===== config.mk =====
export PLATFORM = sky130hd
export DESIGN_NAME = lrr_ctrl
export DESIGN_NICKNAME = d
export VERILOG_FILES = /design/src/rtl/lrr_pkg.sv /design/src/rtl/lrr_window.sv /design/src/rtl/lrr_retry_budget.sv /design/src/rtl/lrr_tick_timer.sv /design/src/rtl/lrr_ctrl.sv
export SDC_FILE = /design/constraint.sdc
export NUM_CORES = 1
export LEC_CHECK = 0
export ABC_AREA = 1
export CORE_AREA = 8 8 103 175
export DETAILED_ROUTE_END_ITERATION = 12
export DIE_AREA = 0 0 111 183
export DONT_BUFFER_PORTS = 1
export SYNTH_ARGS = -nofsm -noshare
export SYNTH_HDL_FRONTEND = slang
export SYNTH_HIERARCHICAL = 1
export SYNTH_SLANG_ARGS = --single-unit

===== constraint.sdc =====
create_clock -name clk -period 4.9 [get_ports clk]
set_input_delay 0.98 -clock clk [delete_from_list [all_inputs] [get_ports clk]]
set_output_delay 0.98 -clock clk [all_outputs]
set_load 0.02 [all_outputs]

===== src/rtl/lrr_pkg.sv =====
package lrr_pkg;

    typedef enum logic [1:0] {
        ST_MON   = 2'd0,
        ST_QUICK = 2'd1,
        ST_LONG  = 2'd2,
        ST_LATCH = 2'd3
    } lrr_state_e;

endpackage


===== src/rtl/lrr_window.sv =====
module lrr_window
    import lrr_pkg::*;
#(
    parameter int DET_W  = 12,
    parameter int MULT_W = 4,
    localparam int TIM_W = DET_W + MULT_W
) (
    input  lrr_state_e        state,
    input  logic              run_phase,
    input  logic [DET_W-1:0]  det_start,
    input  logic [DET_W-1:0]  det_run,
    input  logic [MULT_W-1:0] long_mult,
    output logic [TIM_W-1:0]  limit
);

    logic [TIM_W-1:0] start_w;
    logic [TIM_W-1:0] run_w;
    logic [TIM_W-1:0] mult_w;

    // zero settings behave as one tick / one multiple
    always_comb begin
        start_w = (det_start == '0) ? TIM_W'(1) : TIM_W'(det_start);
        run_w   = (det_run   == '0) ? TIM_W'(1) : TIM_W'(det_run);
        mult_w  = (long_mult == '0) ? TIM_W'(1) : TIM_W'(long_mult);
        case (state)
            ST_MON:   limit = run_phase ? run_w : start_w;
            ST_LONG:  limit = TIM_W'(mult_w * start_w);
            default:  limit = start_w;
        endcase
    end

endmodule


===== src/rtl/lrr_retry_budget.sv =====
module lrr_retry_budget #(
    parameter int CNT_W = 4
) (
    input  logic             first,
    input  logic [CNT_W-1:0] nretry_first,
    input  logic [CNT_W-1:0] nretry_later,
    input  logic [CNT_W-1:0] used,
    output logic             quick_ok
);

    logic [CNT_W-1:0] quota;

    always_comb begin
        quota    = first ? nretry_first : nretry_later;
        quick_ok = (used < quota);
    end

endmodule


===== src/rtl/lrr_tick_timer.sv =====
module lrr_tick_timer #(
    parameter int TIM_W = 16
) (
    input  logic             clk,
    input  logic             rst_n,
    input  logic             tick,
    input  logic             clr,
    input  logic [TIM_W-1:0] limit,
    output logic             expire
);

    logic [TIM_W-1:0] cnt_d, cnt_q;

    always_comb begin
        expire = tick && !clr && (cnt_q >= (limit - TIM_W'(1)));
        cnt_d  = cnt_q;
        if (clr || expire) begin
            cnt_d = '0;
        end else if (tick) begin
            cnt_d = cnt_q + TIM_W'(1);
        end
    end

    always_ff @(posedge clk or negedge rst_n) begin
        if (!rst_n) begin
            cnt_q <= '0;
        end else begin
            cnt_q <= cnt_d;
        end
    end

endmodule


===== src/rtl/lrr_ctrl.sv =====
module lrr_ctrl
    import lrr_pkg::*;
#(
    parameter int DET_W       = 12,
    parameter int CNT_W       = 4,
    parameter int MULT_W      = 4,
    parameter int LATCH_AFTER = 5
) (
    input  logic              clk,
    input  logic              rst_n,
    input  logic              tick,
    input  logic              hall_edge,
    input  logic              run_phase,
    input  logic              wake,
    input  logic              retry_dis,
    input  logic [DET_W-1:0]  det_start,
    input  logic [DET_W-1:0]  det_run,
    input  logic [CNT_W-1:0]  nretry_first,
    input  logic [CNT_W-1:0]  nretry_later,
    input  logic [MULT_W-1:0] long_mult,
    output logic              drv_en,
    output logic              start_req,
    output logic              fault
);

    localparam int TIM_W  = DET_W + MULT_W;
    localparam int FAIL_W = $clog2(LATCH_AFTER + 1);

    typedef struct packed {
        lrr_state_e        state;
        logic              fault;
        logic              start;
        logic              first;
        logic [CNT_W-1:0]  used;
        logic [FAIL_W-1:0] fails;
    } ctl_t;

    localparam ctl_t CTL_RESET = '{
        state: ST_MON, fault: 1'b0, start: 1'b0, first: 1'b1,
        used: '0, fails: '0
    };

    ctl_t              ctl_d, ctl_q;
    logic              tmr_clr;
    logic              tmr_exp;
    logic              quick_ok;
    logic [TIM_W-1:0]  limit;
    logic [FAIL_W-1:0] fails_inc;

    lrr_window #(.DET_W(DET_W), .MULT_W(MULT_W)) u_window (
        .state     (ctl_q.state),
        .run_phase (run_phase),
        .det_start (det_start),
        .det_run   (det_run),
        .long_mult (long_mult),
        .limit     (limit)
    );

    lrr_retry_budget #(.CNT_W(CNT_W)) u_budget (
        .first        (ctl_q.first),
        .nretry_first (nretry_first),
        .nretry_later (nretry_later),
        .used         (ctl_q.used),
        .quick_ok     (quick_ok)
    );

    lrr_tick_timer #(.TIM_W(TIM_W)) u_timer (
        .clk    (clk),
        .rst_n  (rst_n),
        .tick   (tick),
        .clr    (tmr_clr),
        .limit  (limit),
        .expire (tmr_exp)
    );

    always_comb begin
        ctl_d       = ctl_q;
        ctl_d.start = 1'b0;
        tmr_clr     = 1'b0;
        fails_inc   = (ctl_q.fails >= FAIL_W'(LATCH_AFTER))
                      ? ctl_q.fails : ctl_q.fails + FAIL_W'(1);

        if (wake) begin
            ctl_d   = CTL_RESET;
            tmr_clr = 1'b1;
        end else begin
            case (ctl_q.state)
                ST_MON: begin
                    if (hall_edge) begin
                        // rotor proven turning: restart window, forget failures
                        ctl_d.fault = 1'b0;
                        ctl_d.used  = '0;
                        ctl_d.fails = '0;
                        tmr_clr     = 1'b1;
                    end else if (tmr_exp) begin
                        ctl_d.fault = 1'b1;
                        if (run_phase) begin
                            // stall in steady run: one long backoff first
                            ctl_d.state = ST_LONG;
                            ctl_d.first = 1'b0;
                            ctl_d.used  = '0;
                        end else begin
                            ctl_d.fails = fails_inc;
                            if (retry_dis && (fails_inc >= FAIL_W'(LATCH_AFTER))) begin
                                ctl_d.state = ST_LATCH;
                            end else if (quick_ok) begin
                                ctl_d.state = ST_QUICK;
                                ctl_d.used  = ctl_q.used + CNT_W'(1);
                            end else begin
                                ctl_d.state = ST_LONG;
                                ctl_d.first = 1'b0;
                                ctl_d.used  = '0;
                            end
                        end
                    end
                end
                ST_QUICK, ST_LONG: begin
                    if (tmr_exp) begin
                        ctl_d.state = ST_MON;
                        ctl_d.start = 1'b1;
                    end
                end
                default: begin
                    // latched: held until wake or reset
                end
            endcase
        end
    end

    always_ff @(posedge clk or negedge rst_n) begin
        if (!rst_n) begin
            ctl_q <= CTL_RESET;
        end else begin
            ctl_q <= ctl_d;
        end
    end

    assign drv_en    = (ctl_q.state == ST_MON);
    assign start_req = ctl_q.start;
    assign fault     = ctl_q.fault;

endmodule


==> results of run 1 <==
## state kept, by name, indices dropped and copies added, names as in the netlist
register / flops
ctl_q: 10
fault: 1
start_req: 1
u_timer/cnt_q: 16
## final cells by class
class / instances / area [sq um]
sequential: 28 / 702
clock inverter: 1 / 30.0
multi-input combinational: 536 / 3570
fill: 1657 / 9780
inverter: 157 / 592
tap: 189 / 236
clock buffer: 3 / 75.1
timing repair buffer: 87 / 664
## stage by stage
step | setup slack [ns] | instance area, sq um | hold slack, ns
after CTS | -0.727 | 5720 | 0.394
after floorplan | -0.627 | 4650 | 0.449
after detailed placement | -1.32 | 5290 | 0.533
after global placement | -1.25 | 5290 | 0.519
final | -0.784 | 5870 | 0.403
after global routing | -1.04 | 5870 | 0.388
## logic make-up (layout without fill, tap and decap cells)
family / after synthesis / count (layout)
multiplexers: 3 / 3
AND/OR/NAND/NOR: 388 / 388
XOR/XNOR: 27 / 27
buffers and inverters: 165 / 248
AO/OA/AOI/OAI: 53 / 53
flip-flops: 28 / 28
adder cells (fa/ha/maj): 65 / 65
## what timing repair did
action / CTS / global route
buffers inserted: 21 / 4
endpoints found under the setup margin: 28 / 28
pin swaps: 29 / 31
gates resized for setup: 41 / 35
## synthesized netlist by cell type (2+ instances only)
library cell | n | area share (%)
nand2_1 | 208 | 17
inv_1 | 150 | 12
nor2_1 | 77 | 6.3
nand3_1 | 46 | 5.0
ha_1 | 45 | 12
dfrtp_1 | 27 | 15
fa_1 | 20 | 8.7
a21oi_1 | 17 | 1.8
xor2_1 | 14 | 2.7
o21ai_0 | 13 | 1.4
xnor2_1 | 13 | 2.5
nor3_1 | 12 | 1.3
nand4_1 | 10 | 1.4
nand2_2 | 9 | 1.2
nor2_2 | 9 | 1.2
inv_2 | 6 | 0.49
o22ai_1 | 6 | 0.82
nand3_2 | 5 | 1.1
a21boi_0 | 3 | 0.49
clkbuf_1 | 3 | 0.24
mux2i_1 | 3 | 0.65
nor3_2 | 3 | 0.65
o21bai_1 | 3 | 0.49
a21o_1 | 2 | 0.33
a21oi_2 | 2 | 0.38
buf_6 | 2 | 0.49
nor2_4 | 2 | 0.49
o211ai_1 | 2 | 0.33
or2_1 | 2 | 0.27
or2_2 | 2 | 0.27
## metal layers
metal	vias to the layer above	wire (um)	global-route usage, %
li1	2407	-	-
met5	-	0	0
met1	2162	4710	11.7
met2	74	7630	27.4
met4	0	629	7.55
met3	24	477	1.73
## power by group
| part | internal, mW | switching, mW | total (mW) | leakage [nW] |
|---|---|---|---|---|
| logic | 0.647 | 0.833 | 1.48 | 2.81 |
| registers | 0.252 | 0.0258 | 0.278 | 0.383 |
| clock network | 0.163 | 0.0838 | 0.247 | 0.0511 |
| total | 1.06 | 0.942 | 2.00 | 3.24 |
## path summary, 6_finish.rpt
kind                                                  to  slack (ns)
setup / recovery            u_timer/cnt_q[0]$_DFFE_PN0P_       -0.78
hold / removal             u_timer/cnt_q[15]$_DFFE_PN0P_        0.40
setup reg to reg            u_timer/cnt_q[0]$_DFFE_PN0P_        1.02
hold reg to reg                     ctl_q[6]$_DFFE_PN0P_        0.54
max in group asynchronous           ctl_q[7]$_DFFE_PN1P_        4.32
min in group clk                    ctl_q[6]$_DFFE_PN0P_        0.54
## critical path, delay by kind of cell
family / cells / cell delay, ns
compound gates: 2 / 0.17
fa+ha+maj: 4 / 1.75
buf+inv: 7 / 0.75
xor+xnor: 1 / 0.17
simple gates: 18 / 2.01
## cell usage in the layout (no fill, tap or decap), types with 3 or more instances in the layout
cell type and n:
clkbuf_16 3, nand2_1 200, a21oi_2 3, nor3_2 7, o21ai_0 6, nand3_2 11
a21boi_0 3, inv_1 144, inv_2 11, o22ai_1 6, o21bai_1 3, nand3_1 38
nor3_1 7, xnor2_1 13, o21ai_2 3, dfrtp_1 27, xor2_1 14, nor2_1 57
a21oi_1 15, fa_1 17, nand4_1 10, nand2_2 16, buf_4 85, o21ai_1 5
mux2i_1 3, nor2_2 18, fa_2 3, nor2_4 13, ha_1 42
==> results.yml, run 1 <==
floorplanning:
  io_pins: 46
  fp.dieW_um: 111
  coreArea_sq_um: 15600
  initial_core_util_pct: 29.4
  dieArea_sq_um: 20300
  num_rows: 61
  dieHeight_um: 183
sta:
  min_period_over_period_pct: 116
  rsz0062_at_grt: "true"
  max-slew-margin-rel_pct: 72.0
  hold_viol_final: 0
  layout_setup_ws_ns: -0.784
  fin_setup_tns_ns: -15.92
  slew_violations: 0
  finalSetupViolations: 28
  skew_ns: 0.00313
  worst_pin_slew_ns: 0.419
  fmax_mhz: 176
  period_needed_ns: 5.68
logic_synthesis:
  async_flop_share_pct: 100
  synth_ff_type: "dfrtp_1"
  syn-num-nets: 837
  ys_seq_area_share_pct: 15.3
  synth_fa_ha_area_share_pct: 20.9
  yosysUniqueCellTypes: 43
  syn_inst: 729
  synth_top_family_by_area: "simple AND/OR/NAND/NOR gates"
  synth_edf_count: 0
  syn_avg_cell_area_sq_um: 6.31
  synth-xor-area-share_pct: 5.14
  ys_ff_latch: 28
  synthMuxAreaShare_pct: 0.653
  synthSimpleGateAreaFrac_pct: 36.8
  yosysWarnings: 6
  synth_area_sq_um: 4600
  synth_compound_area_share_pct: 7.10
layout:
  nets: 921
  syn2layout_area_growth_pct: 27.5
  drive_above_1_share_pct: 23.9
  n_antenna_cell: 0
  stdcell_count: 1001
  final_util_pct: 37.5
cts:
  hold_buffers: 0
  numCtsBuffers: 3
  h-tree-depth: 1
  clockBufferDepth: 2
  root_buffer: "clkbuf_16"
  cts_tree: "done"
  cts_sinks: 28
  clkSlewWorstSetupHoldPaths_ns: 0.07
  clock_latency_ns: 0.27
drt:
  postRouteAntennaNets: 0
  firstDrtPassIters: 4
  vias_per_cell: 4.66
  avgRoutedWirePerCell_um: 13.4
  post-route-drc-count: 0
  drt_iter0_drc: 109
  via_count: 4667
  wl_um: 13400
grt:
  grt_first_pass_wirelength_um: 22300
  grt.total_usage_pct: 13.3
  grt-ovfl-total: 0
  grt_max_degree: 29
  antenna_found_initial: 0
  grt_pass1_vias: 4878
critical_path:
  r2r_start: "ctl_q[11]$_DFFE_PN0P_"
  max_stage_delay_ns: 0.54
  cp-start-kind: "input port"
  critPathLaunch: "det_start[0]"
  crit_slowest_cell: "fa_2"
  critPathKind: "input port to flop"
  critPathMaxFanout: 5
  cp_data_required_time_ns: 5.05
  crit_top_cell: "buf_4"
  cp.arrival_ns: 5.84
  end_kind: "flop"
  reg2regPathDepth: 24
placement:
  dp_cells: 972
  io_buffer_count: 0
  dp_hpwl_um: 11200
  gp_congestion: 0.848
power_and_ir_drop:
  total_power_mw: 2.00
  p_leak_nw: 3.24
  p_per_area_nw_per_um2: 342
  vdd_drop_max_mv: 0.182
run_status:
  status: "finished, violations left"
  violations: "negative setup slack"
job:
  drv_cap: 0
hold_path:
  hp-class: "input port to async pin"
Note: power is estimated with default switching activity, not from simulation.
==> run 2, diff against run 1 <==
--- a/config.mk
+++ b/config.mk
@@ -7,6 +7,7 @@
 export LEC_CHECK = 0
 export ABC_AREA = 1
 export CORE_AREA = 8 8 103 175
+export CTS_BUF_LIST = sky130_fd_sc_hd__clkbuf_8
 export DETAILED_ROUTE_END_ITERATION = 12
 export DIE_AREA = 0 0 111 183
 export DONT_BUFFER_PORTS = 1
==> run 2 against run 1 <==
Net effect: the flow still finishes with violations (negative setup slack); clock skew rose by 0.0024 ns; clock power fell by 24%; register-to-register slack barely moved; setup slack improved by 0.032 ns; sequential share of layout area rose by 0.069 points; worst hold slack got worse by 0.024 ns; sequential power barely moved; design area fell by 0.58%; die area did not move; final cell count did not move; non-clock buffer count did not move; wire length fell by 0.27%; largest cell class unchanged.
==> results.yml, run 2 (synthesized netlist as in run 1, its figures left out) <==
run_status:
  status: "finished, violations left"
  violations: "negative setup slack"
drt:
  wl_um: 13400
  drt_iter0_drc: 128
  vias_per_cell: 4.67
  firstDrtPassIters: 4
  avgRoutedWirePerCell_um: 13.4
  post-route-drc-count: 0
  via_count: 4672
  postRouteAntennaNets: 0
cts:
  clockBufferDepth: 2
  clock_latency_ns: 0.28
  root_buffer: "clkbuf_8"
  cts_sinks: 28
  numCtsBuffers: 3
  cts_tree: "done"
  clkSlewWorstSetupHoldPaths_ns: 0.10
  h-tree-depth: 1
power_and_ir_drop:
  comb_power_share_pct: 76.0
  internal-power_mw: 1.01
  total_power_mw: 1.94
  p_leak_nw: 3.22
  p_per_area_nw_per_um2: 333
  power.share.clock_pct: 9.7
  swShare_pct: 48.1
  vdd_drop_max_mv: 0.135
  seqPwrFrac_pct: 14.3
  p_sw_uw: 936
sta:
  finalSetupViolations: 28
  fmax_mhz: 177
  hold_viol_final: 0
  hold_ws_ns: 0.379
  min_period_over_period_pct: 115
  max-slew-margin-rel_pct: 72.5
  skew_ns: 0.00551
  rsz0062_at_grt: "true"
  worst_pin_slew_ns: 0.411
  layout_setup_ws_ns: -0.752
  period_needed_ns: 5.65
  slew_violations: 0
critical_path:
  cp-start-kind: "input port"
  crit_slowest_cell: "fa_2"
  crit_top_cell: "buf_4"
  cp_data_required_time_ns: 5.08
  critPathMaxFanout: 5
  max_stage_delay_ns: 0.54
  end_kind: "flop"
  cp.arrival_ns: 5.83
  critPathKind: "input port to flop"
layout:
  drive_above_1_share_pct: 23.9
  largest_reg_flops: 16
  most-common-layout-cells: "nand2_1 (200), inv_1 (144), buf_4 (85)"
  final_common_cell: "nand2_1"
  nets: 921
  n_antenna_cell: 0
  syn2layout_area_growth_pct: 26.8
  stdcell_count: 1001
  reg_top3: "u_timer/cnt_q x16, ctl_q x10"
  largest-register: "u_timer/cnt_q"
grt:
  grt.total_usage_pct: 13.2
  grt_first_pass_wirelength_um: 22300
  grt_max_degree: 29
  grt_pass1_vias: 4875
  grt-ovfl-total: 0
  antenna_found_initial: 0
floorplanning:
  coreArea_sq_um: 15600
  dieArea_sq_um: 20300
  initial_core_util_pct: 29.4
  io_pins: 46
  num_rows: 61
  fp.dieW_um: 111
  dieHeight_um: 183
hold_path:
  hp-class: "input port to async pin"
placement:
  dp_hpwl_um: 11200
  dp_cells: 972
  io_buffer_count: 0
  gp_congestion: 0.848
job:
  drv_cap: 0
[run 2: cell types whose count changed in the layout (fill, tap and decap cells not counted)]
cell,change
clkbuf_8,+3
clkbuf_16,-3
[run 2: cell type report]
| class | count | area, sq um |
|---|---|---|
| Tap cell | 189 | 236 |
| Multi-Input combinational cell | 536 | 3570 |
| Fill cell | 1663 | 9810 |
| Timing Repair Buffer | 87 | 664 |
| Inverter | 157 | 592 |
| Sequential cell | 28 | 702 |
| Clock inverter | 1 | 30.0 |
| Clock buffer | 3 | 41.3 |
[run 2: metrics by stage]
stage                     setup WS, ns  TNS, ns  instance area (sq um)  util, %
final                           -0.752   -15.37                   5830     37.3
after global routing             -1.01   -22.61                   5830     37.3
after floorplan                 -0.627    -9.84                   4650        -
after CTS                       -0.698   -12.70                   5680     36.3
after global placement           -1.25   -27.10                   5290     33.8
after detailed placement         -1.32   -29.19                   5290     33.8
[run 2: worst paths after layout]
check,slack (ns),endpoint,from,depth (start not counted)
min in group clk,0.55,ctl_q[6]$_DFFE_PN0P_,ctl_q[6]$_DFFE_PN0P_,2
hold reg to reg,0.55,ctl_q[6]$_DFFE_PN0P_,ctl_q[6]$_DFFE_PN0P_,2
max in group asynchronous,4.34,ctl_q[7]$_DFFE_PN1P_,rst_n,0
setup reg to reg,1.03,u_timer/cnt_q[0]$_DFFE_PN0P_,ctl_q[11]$_DFFE_PN0P_,24
setup / recovery,-0.75,u_timer/cnt_q[0]$_DFFE_PN0P_,det_start[0],32
hold / removal,0.38,ctl_q[6]$_DFFE_PN0P_,rst_n,0
[run 2: repair_timing]
action,4_1_cts,5_1_grt
setup buffers,21,4
hold buffers,0,0
pin swaps,29,31
setup endpoints to repair,28,28
resized for setup,41,35
[run 2: power groups by stage]
stage	clock, mW	sequential [mW]	combinational [mW]
2_1_floorplan	0	0.278	0.875
3_3_place_gp	0	0.283	1.34
3_5_place_dp	0	0.283	1.34
4_1_cts	0.196	0.279	1.43
5_1_grt	0.200	0.282	1.65
6_report	0.188	0.278	1.48
[run 2: critical path: cells and delay by family]
family          cells  cell delay [ns]
buf+inv             7             0.74
compound gates      2             0.17
simple gates       18             2.00
fa+ha+maj           4             1.75
xor+xnor            1             0.17
[run 2: metal layers]
metal,routed length [um],GRT usage [%]
met5,0,0
met1,4680,11.6
met2,7640,27.5
met3,450,1.64
met4,647,7.45
==> run 3, diff against run 2 <==
--- a/config.mk
+++ b/config.mk
@@ -6,12 +6,13 @@
 export NUM_CORES = 1
 export LEC_CHECK = 0
 export ABC_AREA = 1
-export CORE_AREA = 8 8 103 175
+export CORE_AREA = 8 8 103 176
 export CTS_BUF_LIST = sky130_fd_sc_hd__clkbuf_8
 export DETAILED_ROUTE_END_ITERATION = 12
-export DIE_AREA = 0 0 111 183
+export DIE_AREA = 0 0 111 184
 export DONT_BUFFER_PORTS = 1
+export PLACE_DENSITY_LB_ADDON = 0.1
 export SYNTH_ARGS = -nofsm -noshare
 export SYNTH_HDL_FRONTEND = slang
-export SYNTH_HIERARCHICAL = 1
 export SYNTH_SLANG_ARGS = --single-unit
+export TNS_END_PERCENT = 10
==> run 3 against run 2 <==
Net effect: first-iteration DRC count is 20% lower; non-clock buffer count is 32 lower; largest power group unchanged; maximum frequency is 6.2% higher; utilization is 1.3 points lower; wire length is 2.5% higher; critical path type unchanged; critical path depth stayed put; the run still ends with negative setup slack left; sequential power is 14% lower; worst hold slack worse by 0.013 ns; total power is 48% lower.
==> results.yml, run 3 <==
run_status:
  status: "finished, violations left"
  violations: "negative setup slack"
sta:
  max-slew-margin-rel_pct: 48.3
  hold_viol_final: 0
  fmax_mhz: 188
  worst_pin_slew_ns: 0.776
  rsz0062_at_grt: "true"
  slew_violations: 0
  skew_ns: 0.00911
  layout_setup_ws_ns: -0.421
  finalSetupViolations: 28
  min_period_over_period_pct: 109
  period_needed_ns: 5.32
drt:
  wl_um: 13700
  firstDrtPassIters: 6
  vias_per_cell: 4.68
  drt_iter0_drc: 103
  avgRoutedWirePerCell_um: 13.9
  post-route-drc-count: 0
  via_count: 4628
  postRouteAntennaNets: 0
cts:
  hold_buffers: 0
  cts_tree: "done"
  numCtsBuffers: 3
  clkSlewWorstSetupHoldPaths_ns: 0.11
  root_buffer: "clkbuf_8"
  cts_sinks: 28
  clock_latency_ns: 0.29
  clockBufferDepth: 2
  h-tree-depth: 1
power_and_ir_drop:
  p_per_area_nw_per_um2: 180
  total_power_mw: 1.02
  p_leak_nw: 3.21
  vdd_drop_max_mv: 0.0899
logic_synthesis:
  synth_top_family_by_area: "simple AND/OR/NAND/NOR gates"
  synthMuxAreaShare_pct: 0.648
  ys_top_cells_by_count: "nand2_1 (228), inv_1 (159), nor2_1 (73)"
  synth_edf_count: 0
  syn_avg_cell_area_sq_um: 6.19
  synthSimpleGateAreaFrac_pct: 39.0
  yosysUniqueCellTypes: 40
  syn-num-nets: 857
  yosys.area.top_type: "nand2_1"
  syn_inst: 748
  synth_fa_ha_area_share_pct: 21.1
  synthMostInstantiatedCell: "nand2_1"
  synth_area_sq_um: 4630
  netlist_top_cells_area: "nand2_1 (18%), dfrtp_1 (15%), inv_1 (13%)"
  ys_ff_latch: 28
  synth-xor-area-share_pct: 2.84
  yosysWarnings: 0
  synth_compound_area_share_pct: 7.13
  synth_ff_type: "dfrtp_1"
  async_flop_share_pct: 100
  ys_seq_area_share_pct: 15.2
  synth_top_area_share_pct: 18.5
floorplanning:
  coreArea_sq_um: 15600
  num_rows: 61
  dieArea_sq_um: 20400
  io_pins: 46
  fp.dieW_um: 111
  initial_core_util_pct: 29.6
  dieHeight_um: 184
layout:
  syn2layout_area_growth_pct: 21.5
  finalInstanceArea_sq_um: 5630
  fillers: 1716
  n_antenna_cell: 0
  most-common-layout-cells: "nand2_1 (211), inv_1 (154), nor2_1 (62)"
  reg_top3: "u_timer.cnt_q x16, ctl_q x10"
  largest-register: "u_timer.cnt_q"
  final_common_cell: "nand2_1"
  final_util_pct: 36.0
  largest_reg_flops: 16
  drive_above_1_share_pct: 18.1
  nets: 910
critical_path:
  crit_top_cell: "nand2_1"
  critPathKind: "input port to flop"
  max_stage_delay_ns: 0.59
  cp.arrival_ns: 5.50
  cp_data_required_time_ns: 5.08
  crit_slowest_cell: "fa_2"
  critPathMaxFanout: 8
  cp-start-kind: "input port"
  end_kind: "flop"
grt:
  grt_pass1_vias: 4892
  grt_max_degree: 29
  grt_first_pass_wirelength_um: 23000
  grt-ovfl-total: 0
  grt.total_usage_pct: 13.7
  antenna_found_initial: 0
hold_path:
  hp-class: "input port to async pin"
placement:
  placed_area_sq_um: 5280
  dp_hpwl_um: 12200
  io_buffer_count: 0
  preCtsSetupSlack_ns: -0.923
  gp_congestion: 0.850
job:
  drv_cap: 0
run 3: cell types whose count changed in the layout (fill, tap and decap cells not counted), moves of 7 or more:
cell,previous run,this run
xnor2_1,13,4
nand3_2,11,4
inv_1,144,154
nor2_4,13,2
o21ai_0,6,14
buf_4,85,50
nand2_4,1,8
nand3_1,38,53
nand2_1,200,211
run 3: worst max-delay path: cells and delay by family:
kind,cells,cell delay (ns)
compound gates,2,0.12
fa+ha+maj,4,1.80
simple gates,22,2.26
buf+inv,4,0.31
run 3: final timing paths:
path | startpoint | slack (ns) | cells past startpoint | endpoint
min | rst_n | 0.37 | 0 | ctl_q[2]$_DFFE_PN0P_
max in group asynchronous | rst_n | 4.36 | 0 | ctl_q[7]$_DFFE_PN1P_
max reg2reg | ctl_q[10]$_DFFE_PN0P_ | 0.75 | 28 | u_timer.cnt_q[0]$_DFFE_PN0P_
max | det_start[5] | -0.42 | 32 | u_timer.cnt_q[0]$_DFFE_PN0P_
min in group clk | ctl_q[7]$_DFFE_PN1P_ | 0.54 | 2 | ctl_q[7]$_DFFE_PN1P_
min reg2reg | ctl_q[7]$_DFFE_PN1P_ | 0.54 | 2 | ctl_q[7]$_DFFE_PN1P_
run 3: cell type report:
class / instances / area, sq um / share of cell area [%]
Tap cell: 189 / 236 / 4.20
Multi-Input combinational cell: 549 / 3550 / 63.1
Timing Repair Buffer: 55 / 440 / 7.82
Clock inverter: 1 / 30.0 / 0.533
Sequential cell: 28 / 702 / 12.5
Clock buffer: 3 / 41.3 / 0.733
Inverter: 164 / 628 / 11.2
run 3: timing repair:
item / in CTS / in global routing
setup buffers: 3 / 2
pin swaps: 25 / 25
gates resized for setup: 23 / 40
setup endpoints to repair: 28 / 28
run 3: logic make-up after synthesis:
logic type,count (synthesis)
AO/OA/AOI/OAI,56
XOR/XNOR,15
adder cells (fa/ha/maj),66
buffers and inverters,171
flip-flops,28
multiplexers,3
AND/OR/NAND/NOR,409
run 3: routing by layer:
layer | vias up | track usage (%) | part of all wire, %
met2 | 52 | 30.4 | 61
met4 | 0 | 4.02 | 2.0
li1 | 2402 | - | -
met1 | 2154 | 11.9 | 35
met3 | 20 | 1.44 | 2.5
met5 | - | 0 | 0
run 3: metrics by stage:
stage | setup TNS, ns | hold WS (ns) | std cells
global placement | -22.08 | 0.523 | 980
floorplan | -9.58 | 0.494 | 748
finish | -10.50 | 0.365 | 989
CTS | -10.09 | 0.352 | 987
global route | -16.97 | 0.344 | 989
detailed placement | -23.91 | 0.528 | 980
run 3: power breakdown:
group          switching [mW]  leakage (nW)  internal (mW)  total (mW)
Sequential            0.00442         0.385          0.235       0.240
Combinational           0.340          2.79          0.245       0.585
Clock                  0.0802        0.0357          0.110       0.190
Total                   0.425          3.21          0.591        1.02
